$ cat src/rtl/gpio_kbd_pkg.sv
package gpio_kbd_pkg;
  localparam int unsigned OFF_PA_DATA = 0;
  localparam int unsigned OFF_PB_DATA = 1;
  localparam int unsigned OFF_PA_DIR  = 4;
  localparam int unsigned OFF_PB_DIR  = 5;

  typedef enum logic {
    SENSE_EDGE  = 1'b0,
    SENSE_LEVEL = 1'b1
  } sense_e;
endpackage

$ cat src/rtl/gpio_sync.sv
module gpio_sync #(
  parameter int unsigned W       = 8,
  parameter int unsigned STAGES  = 2,
  parameter logic [W-1:0] RST_VAL = '1
) (
  input  logic         clk_i,
  input  logic         rst_ni,
  input  logic [W-1:0] d_i,
  output logic [W-1:0] q_o
);
  logic [W-1:0] stg_q [STAGES];

  always_ff @(posedge clk_i or negedge rst_ni) begin
    if (!rst_ni) begin
      for (int s = 0; s < STAGES; s++) stg_q[s] <= RST_VAL;
    end else begin
      stg_q[0] <= d_i;
      for (int s = 1; s < STAGES; s++) stg_q[s] <= stg_q[s-1];
    end
  end

  assign q_o = stg_q[STAGES-1];
endmodule

$ cat src/rtl/gpio_bank.sv
module gpio_bank #(
  parameter int unsigned W       = 8,
  parameter int unsigned ADDR_W  = 3,
  parameter int unsigned STAGES  = 2,
  parameter logic [ADDR_W-1:0] DATA_ADDR = '0,
  parameter logic [ADDR_W-1:0] DIR_ADDR  = '0
) (
  input  logic              clk_i,
  input  logic              rst_ni,
  input  logic [ADDR_W-1:0] addr_i,
  input  logic              wr_i,
  input  logic [W-1:0]      wdata_i,
  input  logic [W-1:0]      pin_i,
  output logic [W-1:0]      out_o,
  output logic [W-1:0]      oe_o,
  output logic [W-1:0]      sync_o
);
  logic [W-1:0] data_q;
  logic [W-1:0] dir_q;
  logic         wr_data, wr_dir;

  assign wr_data = wr_i && (addr_i == DATA_ADDR);
  assign wr_dir  = wr_i && (addr_i == DIR_ADDR);

  // latch has no reset: contents survive reset
  always_ff @(posedge clk_i) begin
    if (wr_data) data_q <= wdata_i;
  end

  always_ff @(posedge clk_i or negedge rst_ni) begin
    if (!rst_ni)     dir_q <= '0;
    else if (wr_dir) dir_q <= wdata_i;
  end

  gpio_sync #(.W(W), .STAGES(STAGES), .RST_VAL('1)) u_sync (
    .clk_i (clk_i),
    .rst_ni(rst_ni),
    .d_i   (pin_i),
    .q_o   (sync_o)
  );

  assign out_o = data_q;
  assign oe_o  = dir_q;

  AST_DIR_WRITE: assert property (@(posedge clk_i) disable iff (!rst_ni)
    wr_i && (addr_i == DIR_ADDR) |=> oe_o == $past(wdata_i));
  AST_DATA_HOLD: assert property (@(posedge clk_i) disable iff (!rst_ni)
    !(wr_i && (addr_i == DATA_ADDR)) |=> $stable(out_o));
endmodule

$ cat src/rtl/gpio_key_irq.sv
module gpio_key_irq #(
  parameter int unsigned W      = 8,
  parameter int unsigned STAGES = 2
) (
  input  logic         clk_i,
  input  logic         rst_ni,
  input  logic [W-1:0] key_sync_i,
  input  logic [W-1:0] key_en_i,
  input  logic         irq_ni,
  input  logic         level_mode_i,
  input  logic         en_i,
  input  logic         ack_i,
  output logic         req_o
);
  import gpio_kbd_pkg::*;

  logic         irq_sync;
  logic         irq_prev_q;
  logic [W-1:0] key_prev_q;
  logic [W-1:0] key_en_prev_q;
  logic [W-1:0] key_fall;
  logic         ext_fall, any_fall, any_low;
  logic         pend_q;
  sense_e       mode;

  gpio_sync #(.W(1), .STAGES(STAGES), .RST_VAL(1'b1)) u_irq_sync (
    .clk_i (clk_i),
    .rst_ni(rst_ni),
    .d_i   (irq_ni),
    .q_o   (irq_sync)
  );

  always_ff @(posedge clk_i or negedge rst_ni) begin
    if (!rst_ni) begin
      irq_prev_q    <= 1'b1;
      key_prev_q    <= '1;
      key_en_prev_q <= '0;
    end else begin
      irq_prev_q    <= irq_sync;
      key_prev_q    <= key_sync_i;
      key_en_prev_q <= key_en_i;
    end
  end

  // edge only between two consecutive input-mode samples
  assign key_fall = key_en_i & key_en_prev_q & key_prev_q & ~key_sync_i;
  assign ext_fall = irq_prev_q & ~irq_sync;
  assign any_fall = ext_fall | (|key_fall);
  assign any_low  = ~irq_sync | (|(key_en_i & ~key_sync_i));
  assign mode     = sense_e'(level_mode_i);

  always_ff @(posedge clk_i or negedge rst_ni) begin
    if (!rst_ni) pend_q <= 1'b0;
    else         pend_q <= (pend_q & ~ack_i) | any_fall;
  end

  assign req_o = en_i & (pend_q | ((mode == SENSE_LEVEL) & any_low));

  AST_ACK_CLEARS: assert property (@(posedge clk_i) disable iff (!rst_ni)
    ack_i && !any_fall |=> !pend_q);
  AST_LEVEL_HOLD: assert property (@(posedge clk_i) disable iff (!rst_ni)
    level_mode_i && en_i && !irq_sync |-> req_o);
endmodule

$ cat src/rtl/gpio_keyscan_port.sv
module gpio_keyscan_port #(
  parameter int unsigned  W        = 8,
  parameter int unsigned  ADDR_W   = 3,
  parameter int unsigned  STAGES   = 2,
  parameter logic [W-1:0] KEY_OPT  = '1
) (
  input  logic              clk_i,
  input  logic              rst_ni,
  input  logic [ADDR_W-1:0] bus_addr_i,
  input  logic              bus_wr_i,
  input  logic [W-1:0]      bus_wdata_i,
  output logic [W-1:0]      bus_rdata_o,
  input  logic [W-1:0]      pa_in_i,
  output logic [W-1:0]      pa_out_o,
  output logic [W-1:0]      pa_oe_o,
  input  logic [W-1:0]      pb_in_i,
  output logic [W-1:0]      pb_out_o,
  output logic [W-1:0]      pb_oe_o,
  output logic [W-1:0]      pb_pullup_o,
  input  logic              irq_ni,
  input  logic              irq_level_mode_i,
  input  logic              irq_en_i,
  input  logic              irq_ack_i,
  output logic              irq_req_o
);
  import gpio_kbd_pkg::*;

  localparam logic [ADDR_W-1:0] A_PA_DATA = ADDR_W'(OFF_PA_DATA);
  localparam logic [ADDR_W-1:0] A_PB_DATA = ADDR_W'(OFF_PB_DATA);
  localparam logic [ADDR_W-1:0] A_PA_DIR  = ADDR_W'(OFF_PA_DIR);
  localparam logic [ADDR_W-1:0] A_PB_DIR  = ADDR_W'(OFF_PB_DIR);

  logic [W-1:0] pa_sync, pb_sync;
  logic [W-1:0] key_en;
  logic         mapped;

  gpio_bank #(.W(W), .ADDR_W(ADDR_W), .STAGES(STAGES),
              .DATA_ADDR(A_PA_DATA), .DIR_ADDR(A_PA_DIR)) u_bank_a (
    .clk_i  (clk_i),
    .rst_ni (rst_ni),
    .addr_i (bus_addr_i),
    .wr_i   (bus_wr_i),
    .wdata_i(bus_wdata_i),
    .pin_i  (pa_in_i),
    .out_o  (pa_out_o),
    .oe_o   (pa_oe_o),
    .sync_o (pa_sync)
  );

  gpio_bank #(.W(W), .ADDR_W(ADDR_W), .STAGES(STAGES),
              .DATA_ADDR(A_PB_DATA), .DIR_ADDR(A_PB_DIR)) u_bank_b (
    .clk_i  (clk_i),
    .rst_ni (rst_ni),
    .addr_i (bus_addr_i),
    .wr_i   (bus_wr_i),
    .wdata_i(bus_wdata_i),
    .pin_i  (pb_in_i),
    .out_o  (pb_out_o),
    .oe_o   (pb_oe_o),
    .sync_o (pb_sync)
  );

  assign key_en      = KEY_OPT & ~pb_oe_o;
  assign pb_pullup_o = KEY_OPT;

  gpio_key_irq #(.W(W), .STAGES(STAGES)) u_key_irq (
    .clk_i       (clk_i),
    .rst_ni      (rst_ni),
    .key_sync_i  (pb_sync),
    .key_en_i    (key_en),
    .irq_ni      (irq_ni),
    .level_mode_i(irq_level_mode_i),
    .en_i        (irq_en_i),
    .ack_i       (irq_ack_i),
    .req_o       (irq_req_o)
  );

  always_comb begin
    bus_rdata_o = '0;
    unique case (bus_addr_i)
      A_PA_DATA: bus_rdata_o = (pa_oe_o & pa_out_o) | (~pa_oe_o & pa_sync);
      A_PB_DATA: bus_rdata_o = (pb_oe_o & pb_out_o) | (~pb_oe_o & pb_sync);
      A_PA_DIR:  bus_rdata_o = pa_oe_o;
      A_PB_DIR:  bus_rdata_o = pb_oe_o;
      default:   bus_rdata_o = '0;
    endcase
  end

  assign mapped = (bus_addr_i == A_PA_DATA) || (bus_addr_i == A_PB_DATA) ||
                  (bus_addr_i == A_PA_DIR)  || (bus_addr_i == A_PB_DIR);

  AST_UNMAPPED_ZERO: assert property (@(posedge clk_i) disable iff (!rst_ni)
    !mapped |-> bus_rdata_o == '0);
  AST_REQ_GATED: assert property (@(posedge clk_i) disable iff (!rst_ni)
    !irq_en_i |-> !irq_req_o);
endmodule

$ cat config.mk
export PLATFORM = sky130hd
export DESIGN_NAME = gpio_keyscan_port
export DESIGN_NICKNAME = d
export VERILOG_FILES = /design/src/rtl/gpio_kbd_pkg.sv /design/src/rtl/gpio_sync.sv /design/src/rtl/gpio_bank.sv /design/src/rtl/gpio_key_irq.sv /design/src/rtl/gpio_keyscan_port.sv
export SDC_FILE = /design/constraint.sdc
export NUM_CORES = 1
export LEC_CHECK = 0
export ABC_CLOCK_PERIOD_IN_PS = 1300
export BUFFER_PORTS_ARGS = -buffer_cell sky130_fd_sc_hd__buf_4
export CORE_MARGIN = 5
export CORE_UTILIZATION = 47
export DETAILED_ROUTE_END_ITERATION = 16
export PLACE_DENSITY = 0.79
export SETUP_SLACK_MARGIN = 0.1
export SLEW_MARGIN = 20
export SYNTH_ARGS = -nofsm -noshare
export SYNTH_HDL_FRONTEND = slang
export SYNTH_SLANG_ARGS = --single-unit
export TNS_END_PERCENT = 100
$ cat constraint.sdc
create_clock -name clk_i -period 1.3 [get_ports clk_i]
set_input_delay 0.195 -clock clk_i [delete_from_list [all_inputs] [get_ports clk_i]]
set_output_delay 0.195 -clock clk_i [all_outputs]
set_load 0.02 [all_outputs]
Yosys cells after proc, flatten, opt, wreduce, memory -nomap -nowiden
Index checks and enable logic that the tools add are counted.

Equality and inequality tests: 3. Muxes and demuxes: 1. Bitwise logic cells: 23. Reduce and logical (&&, ||, !) cells: 7.

Operator list (count): $and A8 B8 Y8 (8); $pmux W8 S4 (1); $not A8 Y8 (3); $or A8 B8 Y8 (2); $reduce_or A8 Y1 (2); $eq A3 B3 Y1 const B (2); $and A1 B1 Y1 (4); $logic_and A1 B1 Y1 (4); $or A1 B1 Y1 (4); $eq A3 B1 Y1 const B (1); $logic_not A3 Y1 (1); $not A1 Y1 (2).

Register bits: 84. Output and inout port bits: 49.

Logic depth before layout (Yosys ltp)
Gate-level depths: netlist (run 1).

Word-level depth: 7. Gate-level depth with buffers: 4. Depth with buffers taken out: 3.

Hierarchy
From an unflattened synthesis (run 1), not the netlist that was laid out.

Cell total of the unflattened synthesis: 212. Area total of the unflattened synthesis: 3306.9 sq um.

Modules (own cells, without submodules): gpio_sync at u_bank_a.u_sync ... (times used 2, cells an instance 24, area each 480.5 sq um, seq. area each 420.4 sq um); gpio_key_irq (times used 1, cells an instance 46, area each 639.4 sq um, seq. area each 461.7 sq um); gpio_bank at u_bank_a (times used 1, cells an instance 27, area each 593.1 sq um, seq. area each 440.4 sq um); gpio_bank at u_bank_b (times used 1, cells an instance 26, area each 566.8 sq um, seq. area each 440.4 sq um); gpio_keyscan_port (times used 1, cells an instance 63, area each 494.2 sq um, seq. area each 0.0 sq um); gpio_sync at u_key_irq.u_irq_sync (times used 1, cells an instance 2, area each 52.6 sq um, seq. area each 52.6 sq um).

Worst setup path after synthesis (run 1)
Ideal clock, no wire load.

Path type: input to register. From: input bus_addr_i[2]. To: register u_bank_a.data_q[0], in the netlist u_bank_a.out_o[0], enable pin. Setup time: 398 ps. Data arrival time: 1312 ps. Data required time: 902 ps. Slack: -410 ps. Stages: 2. Cell sequence: clkbuf_1 nor4b_1.

Longest elaborated chain between the ends: 2.

RTL lines: from (decl) (RTL line gpio_keyscan_port.sv:9) `input logic [ADDR_W-1:0] bus_addr_i,`; $logic_not A3 Y1; $logic_and A1 B1 Y1 (RTL line gpio_bank.sv:22) `assign wr_data = wr_i && (addr_i == DATA_ADDR);`; net u_bank_a.wr_data (RTL line gpio_bank.sv:20) `logic wr_data, wr_dir;`; to (signal assigned) (RTL line gpio_bank.sv:27) `if (wr_data) data_q <= wdata_i;`; to (decl) (RTL line gpio_bank.sv:18) `logic [W-1:0] data_q;`.

The timed path passes the listed nets, and every way through them passes these cells. A chain may end at the register's enable or synchronous reset.

Worst setup path in the final report (run 1)
From: register u_bank_a.u_sync.stg_q (netlist bit u_bank_a.u_sync.q_o[2]). To: output bus_rdata_o[2].

Longest elaborated chain between the ends: 3.

RTL lines: from (decl) (RTL line gpio_sync.sv:11) `logic [W-1:0] stg_q [STAGES];`; $and A8 B8 Y8 (RTL line gpio_keyscan_port.sv:81) `A_PA_DATA: bus_rdata_o = (pa_oe_o & pa_out_o) | (~pa_oe_o & pa_sync);`; $or A8 B8 Y8 (RTL line gpio_keyscan_port.sv:81); $pmux W8 S4 (RTL line gpio_keyscan_port.sv:80) `unique case (bus_addr_i)`; to (decl) (RTL line gpio_keyscan_port.sv:12) `output logic [W-1:0] bus_rdata_o,`.

Every way passes these cells.

==> results of run 1 <==
-- cells in the mapped netlist, types with 2 or more instances --
master and number:
nand2b_1 15, nor4bb_1 6, clkbuf_1 2, o22ai_1 2
nor2_1 4, dfstp_2 43, a311oi_1 2, inv_1 8
buf_4 9, nor2b_1 2, a22o_2 5, dfrtp_1 25
nor4_1 2, o21ai_0 31, a22o_1 2, a21oi_1 2
edfxtp_1 16, mux2_2 8, mux2_4 8
-- critical path, cell delays in order, from the launching register on --
cell	delay [ns]
dfstp_2	0.52
or3b_4	0.37
a21o_4	0.21
a21oi_4	0.12
buf_6	0.13
-- sequential cells by signal (all words and copies together) (netlist names) --
name	count
u_bank_a.oe_o	8
u_bank_a.out_o	8
u_bank_a.u_sync.q_o	8
u_bank_a.u_sync.stg_q	8
u_bank_b.oe_o	8
u_bank_b.out_o	8
u_bank_b.u_sync.q_o	8
u_bank_b.u_sync.stg_q	8
u_key_irq.key_en_prev_q	8
u_key_irq.key_prev_q	8
u_key_irq.irq_prev_q	1
u_key_irq.pend_q	1
u_key_irq.u_irq_sync.q_o	1
u_key_irq.u_irq_sync.stg_q	1
-- kinds of logic after synthesis --
family,count (synthesis),synth area share
DFF,84,0.715
AOI/OAI and AO/OA,46,0.0892
and+or+nand+nor,39,0.0888
buffers and inverters,21,0.0388
muxes,16,0.0672
other,1,0.00120
-- where the power goes --
part / switching, mW / internal [mW] / total (mW)
combinational: 0.746 / 0.924 / 1.67
clock: 0.899 / 1.02 / 1.92
sequential: 0.212 / 3.00 / 3.22
total: 1.86 / 4.94 / 6.80
-- per-layer routing --
| metal | global-route usage | part of all wire |
|---|---|---|
| met5 | 0 | 0 |
| met4 | 0.0791 | 0.021 |
| met3 | 0.0545 | 0.053 |
| met2 | 0.306 | 0.52 |
| met1 | 0.229 | 0.41 |
-- worst max-delay path by stage --
stage	start	endpoint	slack, ns	cells past startpoint
2_1_floorplan	u_bank_a.u_sync.q_o[2]	bus_rdata_o[2]	-0.15	3
3_3_place_gp	u_bank_a.u_sync.q_o[2]	bus_rdata_o[2]	-0.22	4
3_5_place_dp	u_bank_a.u_sync.q_o[2]	bus_rdata_o[2]	-0.24	4
4_1_cts	u_bank_a.u_sync.q_o[2]	bus_rdata_o[2]	-0.61	4
5_1_grt	u_bank_a.u_sync.q_o[2]	bus_rdata_o[2]	-0.64	4
6_report	u_bank_a.u_sync.q_o[2]	bus_rdata_o[2]	-0.59	4
-- metrics by stage --
step	power, mW	setup WS, ns	instance area [µm²]
floorplan	3.84	-0.145	3190
global placement	4.47	-0.217	4010
detailed placement	4.53	-0.235	4010
CTS	6.73	-0.611	4650
global route	7.10	-0.637	4750
finish	6.80	-0.594	4750
-- timing repair --
item                                    CTS  global route
buffers inserted                         10             7
endpoints found under the setup margin   19            20
hold endpoints to repair                 42             0
gates resized for setup                  52            27
pin swaps                                12            10
hold buffers                             18             0
-- cell type report --
cell class / count / area (µm²) / share of cell area
clock buffer: 14 / 204 / 0.0429
tap: 77 / 96.3 / 0.0203
inverter: 8 / 30.0 / 0.00632
clock inverter: 2 / 12.5 / 0.00263
multi-input combinational: 109 / 933 / 0.196
timing repair buffer: 138 / 1230 / 0.259
sequential: 84 / 2250 / 0.472
==> run metrics, run 1 <==
status finished with violations; failing checks negative setup slack; Starting Density 0.487; Fin Clk Skew 0.00442 ns; cell taking the most area after synthesis dfstp_2; worst reg-to-reg setup slack ~0.03 ns; first-pass GRT wire length roughly 12 mm; router iterations before antenna repair 4; Reg clk slew, reported paths approximately 0.08 ns; initial antenna violation count 0; n_diodes 0; RSZ-0062 raised after global routing yes; area delta synth->final 52.0%; Critical Path Sink Type output port; largest net degree at the start of global routing 69; Hold Path Origin bus_wdata_i[0]; total die area ~0.0084 mm²; Peak VDD IR 0.977 mV; worst min path class in -> reg; top post-synthesis cells by area dfstp_2, dfrtp_1, edfxtp_1, o21ai_0, mux2_4; PwrDens between 1000 and 1500 mW/mm²; f_max 528 MHz; CTS tree built; WHS Endpoint u_bank_a.out_o[0]; IO Port Bufs between 70 and 80; Layout Cells excl Fill approximately 430; worst skew pair latency 0.35 ns; Fin Setup TNS -3.27 ns; CTS Buf Count 9; I/O pins 83; Die Width 91.6 µm; DR iter-0 viols 87; most frequent cells in the layout buf_4, dfstp_2, buf_6, dlygate4sd3_1, dfrtp_1; vias in the first global route roughly 2,400; Worst R2R Path Depth 5; Tcrit/Tclk final 1.46; Inst Count DP between 300 and 400; Final Hold Violating Endpoints 0; Clock Sinks 84; synth unique cells 34; Synth Instances 207; DP HPWL 4.89 mm; H-tree levels 3; remaining antenna violation count after routing 0; Mapped Avg Cell Area 15.1 µm²; routed vias 2,214; Post-synth EDFFs 16; endpoints failing setup 9; Root Driver clkbuf_8; Max Cap Violations 0; WL/cell approximately 18 µm; YS warnings 0; GRT Util Overall 0.186; Crit path required time roughly 1.1 ns; DR vias/cell 5.13; GPL Wtd Cong 0.833; fraction of layout cells with a size suffix above 1 0.659; WL final between 7 and 8 mm; die height 91.6 µm; register area share after synthesis 0.715; commonest non-fill, non-tap cell in the layout buf_4; Setup CP Type reg -> out; fin util 0.740; FILL cells between 300 and 400; crit start category flop; Worst Path Arrival 1.70 ns; Site Rows 29; hold path depth 1; CORE AREA 0.00642 mm²; Fin Hold WS 0.0437 ns; Tmin final 1.89 ns; Layout Nets 384; Longest Clk Path Bufs 2; Setup WS post-layout -0.594 ns; worst-path maximum fanout 1; #FFs+latches synth 84; Top FF cell, synth dfstp_2; Final Max Tran Viols 0; Reg-to-Reg Start u_bank_b.u_sync.q_o[1]; async set-reset flop share out of synthesis 0.810; reg2reg end u_key_irq.pend_q; leak pwr 2.09 nW; Synth top area share 0.361; Syn Std Cell Area 0.00313 mm²; # DRC 0; grt total ovfl 0
(Power assumes the default switching activity.)
==> run 2, diff against run 1 <==
--- a/config.mk
+++ b/config.mk
@@ -5,7 +5,7 @@
 export SDC_FILE = /design/constraint.sdc
 export NUM_CORES = 1
 export LEC_CHECK = 0
-export ABC_CLOCK_PERIOD_IN_PS = 1300
+export ABC_CLOCK_PERIOD_IN_PS = 1600
 export BUFFER_PORTS_ARGS = -buffer_cell sky130_fd_sc_hd__buf_4
 export CORE_MARGIN = 5
 export CORE_UTILIZATION = 47
==> constraint.sdc (replaced) <==
create_clock -name clk_i -period 1.6 [get_ports clk_i]
set_input_delay 0.24 -clock clk_i [delete_from_list [all_inputs] [get_ports clk_i]]
set_output_delay 0.24 -clock clk_i [all_outputs]
set_load 0.02 [all_outputs]
==> run 2 against run 1 <==
Effect of this change: the flow still finishes with violations (negative setup slack); non-clock buffer count shrank 21; critical path type unchanged; critical endpoint unchanged; register-to-register slack improved by 0.29 ns; power fell by 24%.
==> run metrics, run 2 (synthesis results as in run 1) <==
CTS Buf Count 9; router iterations before antenna repair 4; CORE AREA around 0.0064 mm²; CP max-delay cell dfstp_2; Root Driver clkbuf_8; fraction of layout cells with a size suffix above 1 0.602; f_max 525 MHz; first-pass GRT wire length about 10 mm; leak pwr 1.93 nW; WL final 6.75 mm; I/O pins 83; placed instance area 0.00382 mm²; n_diodes 0; Fin Clk Skew 0.00589 ns; H-tree levels 3; crit start category flop; Peak VDD IR 0.859 mV; Starting Density 0.487; Hold Path Origin bus_wdata_i[6]; Design Area, Final 0.00442 mm²; worst skew pair latency ~0.33 ns; total die area between 0.008 and 0.009 mm²; Site Rows 29; grt total ovfl 0; most frequent cells in the layout buf_4, dfstp_2, dfrtp_1, dlygate4sd3_1, edfxtp_1; DR iter-0 viols 94; Tmin final ~1.9 ns; FILL cells 427; crit path cell chain or3b_4, a21o_4, a21oi_4, buf_6; vias in the first global route 2,029; DP HPWL 4.69 mm; remaining antenna violation count after routing 0; Reg clk slew, reported paths 0.08 ns; commonest non-fill, non-tap cell in the layout buf_4; Setup CP Type reg -> out; RSZ-0062 raised after global routing yes; reg2reg end u_key_irq.pend_q; Die Width 91.6 µm; Worst R2R Path Depth 4; WHS Endpoint u_bank_b.out_o[6]; Setup WS post-layout -0.306 ns; GRT Util Overall 0.162; endpoints failing setup 7; fin util 0.688; worst-path maximum fanout 1; die height approximately 92 µm; worst min path class in -> reg; Max Cap Violations 0; PwrDens between 1000 and 1500 mW/mm²; worst stage delay on the critical path approximately 0.52 ns; failing checks negative setup slack; routed vias 2,064; Final Hold Violating Endpoints 0; hold path depth 1; IO Port Bufs 74; initial antenna violation count 0; Clock Sinks 84; area delta synth->final 41.2%; Layout Nets 363; WL/cell about 16 µm; Worst Path Arrival 1.67 ns; DR vias/cell about 5.0; status finished with violations; Critical Path Sink Type output port; Crit path required time 1.36 ns; Final Max Tran Viols 0; Tcrit/Tclk final 1.19; Reg-to-Reg Start u_bank_b.u_sync.q_o[5]; largest net degree at the start of global routing 40; Longest Clk Path Bufs 2; GPL Wtd Cong 0.849; CTS tree built; # DRC 0; worst reg-to-reg setup slack 0.32 ns
## run 2: cell type report
type	instances	area, µm²	share of cell area
Clock buffer	12	155	0.0351
Clock inverter	4	46.3	0.0105
Inverter	8	30.0	0.00680
Multi-Input combinational cell	109	875	0.198
Sequential cell	84	2240	0.508
Tap cell	77	96.3	0.0218
Timing Repair Buffer	117	973	0.220
## run 2: worst max-delay path, delay by kind of cell, from the launching register on
kind | cells | cell delay [ns]
and+or+nand+nor | 1 | 0.37
buffers and inverters | 1 | 0.13
DFF | 1 | 0.52
AOI/OAI and AO/OA | 2 | 0.32
## run 2: power by group
part | switching [mW] | internal, mW
sequential | 0.160 | 2.44
combinational | 0.515 | 0.573
clock | 0.686 | 0.803
## run 2: layer usage
| layer | track usage | vias to the layer above | wire length, µm |
|---|---|---|---|
| li1 | - | 965 | - |
| met1 | 0.206 | 1024 | 2950 |
| met3 | 0.0446 | 12 | 386 |
| met4 | 0.0779 | 0 | 112 |
| met2 | 0.256 | 63 | 3300 |
| met5 | 0 | - | 0 |
## run 2: what timing repair did
item,in CTS,in global routing
gates resized for setup,26,19
setup endpoints to repair,9,9
setup buffers,11,5
pin swaps,6,11
hold endpoints to repair,24,3
hold buffers,15,3
## run 2: through the flow
step | total power [mW] | setup TNS, ns | instances | hold WS, ns | worst slack [ns]
floorplan | 3.11 | 0 | 214 | -0.0556 | 0.110
global placement | 3.52 | 0 | 361 | 0.185 | 0.0371
detailed placement | 3.55 | 0 | 361 | 0.195 | 0.0270
CTS | 5.15 | -0.906 | 403 | 0.000710 | -0.332
global route | 5.43 | -1.23 | 411 | 0.0875 | -0.361
finish | 5.17 | -0.656 | 411 | 0.109 | -0.306
## run 2: how the worst max path moves through the flow
stage                                       from        endpoint  slack [ns]
after floorplan           u_bank_a.u_sync.q_o[2]  bus_rdata_o[2]        0.11
after global placement    u_bank_a.u_sync.q_o[2]  bus_rdata_o[2]        0.04
after detailed placement  u_bank_a.u_sync.q_o[2]  bus_rdata_o[2]        0.03
after CTS                 u_bank_a.u_sync.q_o[2]  bus_rdata_o[2]       -0.33
after global routing      u_bank_a.u_sync.q_o[2]  bus_rdata_o[2]       -0.36
final                     u_bank_a.u_sync.q_o[2]  bus_rdata_o[2]       -0.31
